$ cat config.mk
export PLATFORM = sky130hd
export DESIGN_NAME = rdy_scoreboard
export DESIGN_NICKNAME = d
export VERILOG_FILES = /design/src/rtl/rsb_pkg.sv /design/src/rtl/rsb_slot.sv /design/src/rtl/rsb_alloc.sv /design/src/rtl/rsb_age.sv /design/src/rtl/rsb_lookup.sv /design/src/rtl/rdy_scoreboard.sv
export SDC_FILE = /design/constraint.sdc
export NUM_CORES = 1
export LEC_CHECK = 0
export CAP_MARGIN = 20
export CORE_UTILIZATION = 36
export CTS_BUF_LIST = sky130_fd_sc_hd__clkbuf_2 sky130_fd_sc_hd__clkbuf_4 sky130_fd_sc_hd__clkbuf_8
export CTS_CLUSTER_SIZE = 8
export DETAILED_ROUTE_END_ITERATION = 10
export DONT_BUFFER_PORTS = 1
export PLACE_DENSITY = 0.5
export SETUP_SLACK_MARGIN = 0.2
export SYNTH_ARGS = -nofsm -noshare
export SYNTH_HDL_FRONTEND = slang
export SYNTH_SLANG_ARGS = --single-unit
$ cat constraint.sdc
create_clock -name clk -period 6.6 [get_ports clk]
set_clock_uncertainty 0.2 [all_clocks]
set_input_delay 1.32 -clock clk [delete_from_list [all_inputs] [get_ports clk]]
set_output_delay 1.32 -clock clk [all_outputs]
set_load 0.03 [all_outputs]
$ cat src/rtl/rsb_pkg.sv
package rsb_pkg;

    localparam int FILE_W = 3;
    localparam int NUM_W  = 7;

    typedef enum logic [FILE_W-1:0] {
        RF_INT     = 3'd0,
        RF_FLT     = 3'd1,
        RF_CONDF   = 3'd2,
        RF_FXEXC   = 3'd3,
        RF_MACHST  = 3'd4,
        RF_FPCTL   = 3'd5,
        RF_PCTR    = 3'd6,
        RF_SPECIAL = 3'd7
    } rfile_e;

    typedef struct packed {
        logic [FILE_W-1:0] file;
        logic [NUM_W-1:0]  num;
    } reg_id_t;

    typedef enum logic [1:0] {
        SLOT_FREE  = 2'd0,
        SLOT_COUNT = 2'd1,
        SLOT_DUE   = 2'd2
    } slot_state_e;

endpackage

$ cat src/rtl/rsb_slot.sv
module rsb_slot
    import rsb_pkg::*;
#(
    parameter int CNT_W = 4
) (
    input  logic             clk,
    input  logic             rst_n,
    input  logic             alloc,
    input  reg_id_t          alloc_id,
    input  logic [CNT_W-1:0] alloc_lat,
    input  logic             grant,
    output logic             busy,
    output logic             due,
    output reg_id_t          id
);

    localparam logic [CNT_W-1:0] ONE = CNT_W'(1);
    localparam logic [CNT_W-1:0] TWO = CNT_W'(2);

    slot_state_e      state_q, state_d;
    logic [CNT_W-1:0] cnt_q, cnt_d;
    reg_id_t          id_q;

    // next-state logic
    always_comb begin
        state_d = state_q;
        cnt_d   = cnt_q;
        unique case (state_q)
            SLOT_FREE: begin
                if (alloc) begin
                    if (alloc_lat > ONE) begin
                        state_d = SLOT_COUNT;
                        cnt_d   = alloc_lat;
                    end else begin
                        state_d = SLOT_DUE;
                        cnt_d   = ONE;
                    end
                end
            end
            SLOT_COUNT: begin
                if (cnt_q <= TWO) begin
                    state_d = SLOT_DUE;
                    cnt_d   = ONE;
                end else begin
                    cnt_d = cnt_q - ONE;
                end
            end
            SLOT_DUE: begin
                if (grant) begin
                    state_d = SLOT_FREE;
                end
            end
            default: state_d = SLOT_FREE;
        endcase
    end

    // state register
    always_ff @(posedge clk or negedge rst_n) begin
        if (!rst_n) begin
            state_q <= SLOT_FREE;
            cnt_q   <= '0;
            id_q    <= '0;
        end else begin
            state_q <= state_d;
            cnt_q   <= cnt_d;
            if (alloc && state_q == SLOT_FREE) begin
                id_q <= alloc_id;
            end
        end
    end

    // outputs
    always_comb begin
        busy = (state_q != SLOT_FREE);
        due  = (state_q == SLOT_DUE);
        id   = id_q;
    end

    // a refused due slot keeps waiting
    a_r3_due_waits: assert property (@(posedge clk) disable iff (!rst_n)
        (state_q == SLOT_DUE && !grant) |=> (state_q == SLOT_DUE));

    // counting slots step down by one or move to due
    a_r3_count_step: assert property (@(posedge clk) disable iff (!rst_n)
        (state_q == SLOT_COUNT) |=> (state_q == SLOT_DUE || cnt_q == $past(cnt_q) - ONE));

    // only a due slot may be released
    a_r5_free_only_due: assert property (@(posedge clk) disable iff (!rst_n)
        (state_q == SLOT_COUNT) |=> (state_q != SLOT_FREE));

endmodule

$ cat src/rtl/rsb_alloc.sv
module rsb_alloc #(
    parameter int NSLOT = 8
) (
    input  logic [NSLOT-1:0] busy,
    input  logic             req,
    output logic [NSLOT-1:0] alloc,
    output logic             full
);

    logic found;

    always_comb begin
        alloc = '0;
        found = 1'b0;
        for (int i = 0; i < NSLOT; i++) begin
            if (!busy[i] && !found) begin
                alloc[i] = req;
                found    = 1'b1;
            end
        end
        full = &busy;
    end

endmodule

$ cat src/rtl/rsb_age.sv
module rsb_age #(
    parameter int NSLOT    = 8,
    parameter int WR_PORTS = 1
) (
    input  logic             clk,
    input  logic             rst_n,
    input  logic [NSLOT-1:0] alloc,
    input  logic [NSLOT-1:0] due,
    output logic [NSLOT-1:0] grant
);

    // older_q[i][j] set: slot i was issued before slot j
    logic [NSLOT-1:0] older_q [NSLOT];

    always_ff @(posedge clk or negedge rst_n) begin
        if (!rst_n) begin
            for (int i = 0; i < NSLOT; i++) begin
                older_q[i] <= '0;
            end
        end else begin
            for (int s = 0; s < NSLOT; s++) begin
                if (alloc[s]) begin
                    for (int j = 0; j < NSLOT; j++) begin
                        older_q[s][j] <= 1'b0;
                        if (j != s) begin
                            older_q[j][s] <= 1'b1;
                        end
                    end
                end
            end
        end
    end

    always_comb begin
        logic [NSLOT-1:0] ahead;
        grant = '0;
        for (int i = 0; i < NSLOT; i++) begin
            for (int j = 0; j < NSLOT; j++) begin
                ahead[j] = older_q[j][i] & due[j];
            end
            grant[i] = due[i] && ($countones(ahead) < WR_PORTS);
        end
    end

    // write-port budget respected
    a_r5_port_budget: assert property (@(posedge clk) disable iff (!rst_n)
        $countones(grant) <= WR_PORTS);

    // grants go only to due slots
    a_r5_grant_due: assert property (@(posedge clk) disable iff (!rst_n)
        (grant & ~due) == '0);

endmodule

$ cat src/rtl/rsb_lookup.sv
module rsb_lookup
    import rsb_pkg::*;
#(
    parameter int NSLOT = 8,
    parameter int NRD   = 3
) (
    input  logic [NSLOT-1:0]        slot_busy,
    input  reg_id_t                 slot_id [NSLOT],
    input  logic [NRD-1:0]          src_valid,
    input  logic [NRD*FILE_W-1:0]   src_file,
    input  logic [NRD*NUM_W-1:0]    src_num,
    output logic [NRD-1:0]          src_busy
);

    for (genvar k = 0; k < NRD; k++) begin : g_src
        reg_id_t          want;
        logic [NSLOT-1:0] hit;

        assign want.file = src_file[k*FILE_W +: FILE_W];
        assign want.num  = src_num[k*NUM_W +: NUM_W];

        for (genvar i = 0; i < NSLOT; i++) begin : g_cmp
            assign hit[i] = slot_busy[i] && (slot_id[i] == want);
        end

        assign src_busy[k] = src_valid[k] && (|hit);
    end

endmodule

$ cat src/rtl/rdy_scoreboard.sv
module rdy_scoreboard
    import rsb_pkg::*;
#(
    parameter int NSLOT    = 8,
    parameter int WR_PORTS = 1,
    parameter int NRD      = 3,
    parameter int CNT_W    = 4
) (
    input  logic                  clk,
    input  logic                  rst_n,
    input  logic                  iss_valid,
    input  logic [FILE_W-1:0]     iss_file,
    input  logic [NUM_W-1:0]      iss_num,
    input  logic [CNT_W-1:0]      iss_lat,
    input  logic [NRD-1:0]        src_valid,
    input  logic [NRD*FILE_W-1:0] src_file,
    input  logic [NRD*NUM_W-1:0]  src_num,
    output logic [NRD-1:0]        src_busy,
    output logic                  port_stall,
    output logic                  stall,
    output logic                  full
);

    logic [NSLOT-1:0] slot_busy;
    logic [NSLOT-1:0] slot_due;
    logic [NSLOT-1:0] slot_grant;
    logic [NSLOT-1:0] slot_alloc;
    reg_id_t          slot_id [NSLOT];
    reg_id_t          new_id;

    assign new_id.file = iss_file;
    assign new_id.num  = iss_num;

    rsb_alloc #(.NSLOT(NSLOT)) u_alloc (
        .busy  (slot_busy),
        .req   (iss_valid),
        .alloc (slot_alloc),
        .full  (full)
    );

    for (genvar i = 0; i < NSLOT; i++) begin : g_slot
        rsb_slot #(.CNT_W(CNT_W)) u_slot (
            .clk       (clk),
            .rst_n     (rst_n),
            .alloc     (slot_alloc[i]),
            .alloc_id  (new_id),
            .alloc_lat (iss_lat),
            .grant     (slot_grant[i]),
            .busy      (slot_busy[i]),
            .due       (slot_due[i]),
            .id        (slot_id[i])
        );
    end

    rsb_age #(.NSLOT(NSLOT), .WR_PORTS(WR_PORTS)) u_age (
        .clk   (clk),
        .rst_n (rst_n),
        .alloc (slot_alloc),
        .due   (slot_due),
        .grant (slot_grant)
    );

    rsb_lookup #(.NSLOT(NSLOT), .NRD(NRD)) u_lookup (
        .slot_busy (slot_busy),
        .slot_id   (slot_id),
        .src_valid (src_valid),
        .src_file  (src_file),
        .src_num   (src_num),
        .src_busy  (src_busy)
    );

    always_comb begin
        port_stall = ($countones(slot_due) > WR_PORTS);
        stall      = port_stall || (|src_busy);
    end

    // an accepted issue adds exactly one occupied slot
    a_r2_one_alloc: assert property (@(posedge clk) disable iff (!rst_n)
        (iss_valid && !full) |=> ($countones(slot_busy & ~$past(slot_busy)) == 1));

    // an issue while full occupies nothing new
    a_r9_full_drops: assert property (@(posedge clk) disable iff (!rst_n)
        (iss_valid && full) |=> ((slot_busy & ~$past(slot_busy)) == '0));

    // an overflowed cycle leaves due work behind
    a_r6_overflow_left: assert property (@(posedge clk) disable iff (!rst_n)
        port_stall |=> (|slot_due));

    // no busy report on an unused source
    a_r4_busy_needs_valid: assert property (@(posedge clk) disable iff (!rst_n)
        (src_busy & ~src_valid) == '0);

endmodule

==> qor.yml, run 1 <==
seq_area_frac_synth: 0.3664
area_growth_pct: 6.601
wirelength_um: 40020
ys_warn_count: 0
synth_top_area_cell: "dfrtp_1"
power_density_nw_per_um2: 296.3
outcome: "completed"
start_util: 0.3647
timing.rr.start: "g_slot[2].u_slot.state_q[1]$_DFFE_PN0P_"
finalMaxSlewViolations: 0
pin_count: 56
end_kind: "output port"
start_kind: "flop"
async_flop_share: 1.000
cpPeakStageDelay_ns: 0.55
slew_headroom: 0.2839
die_h_um: 188.8
cts_root_buf: "clkbuf_8"
clk_pin_slew_ns: 0.10
coreArea_um2: 34460
synth_edf_count: 0
clkLatencyLatePin_ns: 0.51
cp.arrival_ns: 4.64
max-vdd-ir-drop_mv: 0.1249
setup_tns_ns: 0
dieArea_um2: 35660
fin_ws_ns: 0.4417
grt_start_max_net_pins: 185
finalHoldViolCount: 0
pre_cts_ws_ns: 0.8093
track_usage: 0.2335
cts_setup_buffers: 0
final_cell_mix: "308 x nand2_1, 225 x xor2_1, 182 x dfrtp_1"
crit_buf_inv: 4
power.total_uw: 3969
crit_slowest_cell: "fa_1"
ctsHtreeMaxLevel: 4
syn_nets: 1579
cts_tree: "yes"
syn_area_um2: 12570
crit_fanout: 7
required_ns: 5.08
dr.pass1.iters: 5
drive_above_1_share: 0.06073
ys_top_cells_by_area: "dfrtp_1 37%, xor2_1 16%, nand2_1 9.2%, ha_1 5.9%, fa_1 4.5%"
stdcell_count: 1871
antenna_found_initial: 0
min-delay-start: "u_age.older_q[53]$_DFFE_PN0P_"
crit_family: "adder cells"
whs_ns: 0.2722
via_per_inst: 5.198
dp.cells: 1839
io_buffers: 0
syn_area_per_cell_um2: 8.714
grt_pass1_vias: 9342
yosys.area.top_type_share: 0.3664
crit_top_cell: "fa_1"
path_class: "reg2out"
syn_inst: 1442
tightest_slew_ns: 1.074
grt_pass1_wl_um: 60740
synth_cell_types: 52
grt_setup_unrepaired: "false"
max_freq_ghz: 0.1624
fill_cells: 3503
cap_viol_max_count: 0
crit_path_start: "g_slot[1].u_slot.state_q[1]$_DFFE_PN0P_"
numCtsBuffers: 17
path_cells: "and2b_1 -> fa_1 -> fa_1 -> inv_1 -> fa_1 -> inv_1 -> ha_1 -> inv_1 -> fa_1 -> a2111oi_1 -> o21ai_1 -> or4_1 -> buf_4"
p_leak_uw: 0.006826
die_w_um: 188.8
drt_iter0_markers: 760
drc: 0
place_hpwl_um: 27990
power_frac_seq: 0.460
hold_class: "reg2reg"
intPower_uw: 2369
pwr-share-clk: 0.205
p_sw_uw: 1600
synth_ff_type: "dfrtp_1"
place_congestion: 0.9451
vias: 9726
final_antenna_net_count: 0
min_period_over_period: 0.9331
n_antenna_cell: 0
mostFrequentLayoutCell: "nand2_1"
overflow: 0
combPwrFrac: 0.336
finalSetupViolations: 0
clock_path_buffers: 2
layout_min_cycle_time_ns: 6.158
routedWlPerCell_um: 21.39
num_rows: 68
ys_ff_latch: 184
swShare: 0.4032
fin_nets: 1541
clock-sinks: 184
==> stage by stage <==
stage / instance area (um^2) / util
2_1_floorplan: 12570 / -
3_3_place_gp: 12940 / 0.3756
3_5_place_dp: 12970 / 0.3764
4_1_cts: 13380 / 0.3883
5_1_grt: 13400 / 0.3887
6_report: 13400 / 0.3887
==> per-layer routing <==
metal	GRT usage	part of all wire	up-vias	wire length, um
li1	-	-	4580	-
met3	0.04507	0.053	82	2102
met1	0.3383	0.49	4816	19460
met2	0.3442	0.43	248	17330
met4	0.08189	0.028	0	1131
met5	0	0	-	0
==> final timing paths <==
check | endpoint | slack, ns | cells after the start
worst max-delay path | stall | 0.44 | 13
worst min-delay path | u_age.older_q[53]$_DFFE_PN0P_ | 0.27 | 2
worst max register to register | g_slot[5].u_slot.state_q[1]$_DFFE_PN0P_ | 2.62 | 15
worst min register to register | u_age.older_q[53]$_DFFE_PN0P_ | 0.27 | 2
max in group asynchronous | g_slot[7].u_slot.id[7]$_DFFE_PN0P_ | 5.29 | 0
min in group asynchronous | g_slot[7].u_slot.id[5]$_DFFE_PN0P_ | 0.30 | 0
==> registers in the layout (all words and copies together), names as in the netlist <==
signal	flops
g_slot.u_slot.id	80
u_age.older_q	56
g_slot.u_slot.cnt_q	32
g_slot.u_slot.state_q	16
==> cells in the mapped netlist (all sizes together), types with 4 or more instances <==
master   number
or3           7
dfrtp       184
nand2b       11
and2         51
o31a          7
or2           4
a22oi         5
a2111oi       6
nor2         85
a31oi         5
xor2        225
clkbuf       40
o21ai        41
nor3         31
xnor2        15
ha           59
inv         100
fa           28
nand3        24
nand4         8
nand2       308
buf          40
or4           6
mux2         10
nor4         51
nor3b         6
o22ai        12
a221o         6
a21oi        27
nor2b        18
==> final cells by class <==
cell class,instances,area (um^2),area share
Clock inverter,9,113.9,0.008500
Sequential cell,184,4607,0.3439
Inverter,100,375.4,0.02802
Multi-Input combinational cell,1078,7241,0.5405
Timing Repair Buffer,23,192.7,0.01438
Tap cell,455,569.3,0.04250
Clock buffer,22,296.5,0.02214
==> power by group through the flow <==
stage / sequential, uW / clock [uW] / combinational, uW
after floorplan: 1700 / 0 / 1050
after global placement: 1820 / 0 / 1300
after detailed placement: 1830 / 0 / 1330
after CTS: 1810 / 841 / 1340
after global routing: 1870 / 880 / 1520
final: 1820 / 813 / 1330
==> repair_timing <==
action,in CTS,in global routing
gates resized for setup,0,6
hold buffers,0,0
endpoints found under the hold margin,0,0
endpoints found under the setup margin,0,1
==> cells by family (layout without fill, tap and decap cells) <==
group,count (synthesis),count (layout),share of synthesized area
AND/OR/NAND/NOR,612,612,0.2269
XOR/XNOR,240,240,0.1673
flip-flops,184,184,0.3664
buffers and inverters,180,154,0.05964
AO/OA/AOI/OAI,126,126,0.06502
adder cells (fa/ha/maj),87,87,0.1034
multiplexers,13,13,0.01135
==> worst min-delay path: cells and delay by family (launching register included) <==
family | cells | cell delay [ns]
DFF | 1 | 0.34
and+or+nand+nor | 2 | 0.11
Note: power is estimated with default switching activity, not from simulation.
==> run 2, diff against run 1 <==
Settings changed: CORE_UTILIZATION 36 to 30, PLACE_DENSITY 0.5 to 0.44, SLEW_MARGIN set to 10.
==> run 2 against run 1 <==
Net effect: largest power group unchanged; first-iteration DRC count rose by 1.7%; via count fell by 0.62%; the run now ends with DRC left; combinational power barely moved.
==> qor.yml, run 2 (synthesis gave the netlist of run 1 again) <==
outcome: "finished with violations"
violations: "DRC"
dieArea_um2: 42710
pre_cts_ws_ns: 0.8038
numCtsBuffers: 17
mostFrequentLayoutCell: "nand2_1"
die_w_um: 206.7
start_kind: "flop"
post-route-util: 0.3299
drc: 2
cts_root_buf: "clkbuf_8"
min_period_over_period: 0.9215
power_density_nw_per_um2: 296.7
slew_headroom: 0.2945
finalHoldViolCount: 0
io_buffers: 0
hold_class: "reg2reg"
cap_viol_max_count: 0
coreArea_um2: 41110
dr.pass1.iters: 8
clock-sinks: 184
clock_path_buffers: 2
fin_ws_ns: 0.5179
overflow: 0
layout_min_cycle_time_ns: 6.082
grt_pass1_vias: 9377
required_ns: 5.08
tightest_slew_ns: 1.050
area_growth_pct: 7.916
end_kind: "output port"
crit_top_cell: "fa_1"
pin_count: 56
routedWlPerCell_um: 21.48
finalMaxSlewViolations: 0
crit_buf_inv: 4
final_cell_mix: "308 x nand2_1, 225 x xor2_1, 184 x dfrtp_1"
wirelength_um: 41910
cts_tree: "yes"
max-vdd-ir-drop_mv: 0.1365
grt_start_max_net_pins: 185
final_antenna_net_count: 0
path_cells: "and2b_1 -> fa_1 -> fa_1 -> inv_1 -> fa_1 -> inv_1 -> ha_1 -> inv_1 -> fa_1 -> a2111oi_2 -> o21ai_2 -> or4_1 -> buf_4"
drive_above_1_share: 0.06342
max_freq_ghz: 0.1644
cp.arrival_ns: 4.56
num_rows: 74
grt_pass1_wl_um: 62360
clkLatencyLatePin_ns: 0.49
place_hpwl_um: 29480
largest_reg_flops: 80
drt_iter0_markers: 773
clk_pin_slew_ns: 0.10
crit_slowest_cell: "fa_1"
crit_fanout: 7
via_per_inst: 4.954
track_usage: 0.2038
ctsHtreeMaxLevel: 4
antenna_found_initial: 3
place_congestion: 0.9109
path_class: "reg2out"
vias: 9666
setup_tns_ns: 0
p_leak_uw: 0.006854
grt_setup_unrepaired: "false"
hold_buffers: 0
n_antenna_cell: 0
finalSetupViolations: 0
crit_family: "adder cells"
cpPeakStageDelay_ns: 0.55
fin_nets: 1543
die_h_um: 206.7
start_util: 0.3057
[run 2: cell types whose count changed in the layout (fill, tap and decap cells not counted), moves of 2 or more]
cell,previous run,this run
o21ai_1,3,1
buf_8,0,3
clkinvlp_4,3,1
clkinv_4,0,4
dfrtp_1,182,184
o21ai_2,1,3
dfrtp_2,2,0
[run 2: routing by layer]
| metal | global-route usage | up-vias | routed length, um |
|---|---|---|---|
| met5 | 0 | - | 0 |
| met2 | 0.2913 | 216 | 17650 |
| met1 | 0.3084 | 4793 | 21470 |
| met4 | 0.07799 | 0 | 1218 |
| li1 | - | 4596 | - |
| met3 | 0.02559 | 61 | 1571 |
[run 2: power breakdown]
part,total (uW),leakage (uW),switching (uW),internal (uW)
clock network,834,0.000215,450,384
logic,1350,0.00432,779,574
registers,1840,0.00232,419,1420
total,4020,0.00685,1650,2380
[run 2: timing repair]
action	in CTS	in global routing
setup endpoints to repair	1	1
pin swaps	0	1
resized for setup	1	5
buffers inserted	0	0
[run 2: path summary, 6_finish.rpt]
path | start | endpoint | slack (ns) | cells past startpoint
min reg2reg | u_age.older_q[62]$_DFFE_PN0P_ | u_age.older_q[62]$_DFFE_PN0P_ | 0.28 | 2
max | g_slot[1].u_slot.state_q[0]$_DFFE_PN0P_ | stall | 0.52 | 13
min in group asynchronous | rst_n | g_slot[6].u_slot.id[4]$_DFFE_PN0P_ | 0.34 | 0
max reg2reg | g_slot[2].u_slot.state_q[1]$_DFFE_PN0P_ | g_slot[5].u_slot.state_q[1]$_DFFE_PN0P_ | 2.58 | 15
max in group asynchronous | rst_n | u_age.older_q[54]$_DFFE_PN0P_ | 5.57 | 0
min | u_age.older_q[62]$_DFFE_PN0P_ | u_age.older_q[62]$_DFFE_PN0P_ | 0.28 | 2
[run 2: layout make-up]
| class | count | area (um^2) |
|---|---|---|
| clock buffer | 21 | 289.0 |
| clock inverter | 11 | 136.4 |
| fill | 4410 | 27550 |
| inverter | 100 | 375.4 |
| multi-input combinational | 1078 | 7259 |
| sequential | 184 | 4604 |
| tap | 532 | 665.6 |
| timing repair buffer | 25 | 230.2 |
[run 2: worst reg2reg max path: stages, from the launching register on]
cell       delay, ns
dfrtp_1         0.55
nor2b_1         0.21
buf_4           0.19
and2_1          0.17
ha_1            0.26
inv_1           0.09
fa_1            0.42
inv_1           0.07
ha_1            0.18
fa_1            0.17
inv_1           0.05
a2111oi_0       0.36
a21oi_1         0.09
o31ai_1         0.55
o21ai_0         0.17
and2_1          0.19
[run 2: metrics by stage]
stage / power, uW / hold WS (ns) / instances / cell area, um^2
2_1_floorplan: 2743 / 0.2383 / 1442 / 12570
3_3_place_gp: 3169 / 0.2517 / 1915 / 13050
3_5_place_dp: 3182 / 0.2557 / 1917 / 13080
4_1_cts: 4038 / 0.2789 / 1949 / 13500
5_1_grt: 4334 / 0.2956 / 1951 / 13560
6_report: 4024 / 0.2763 / 1951 / 13560
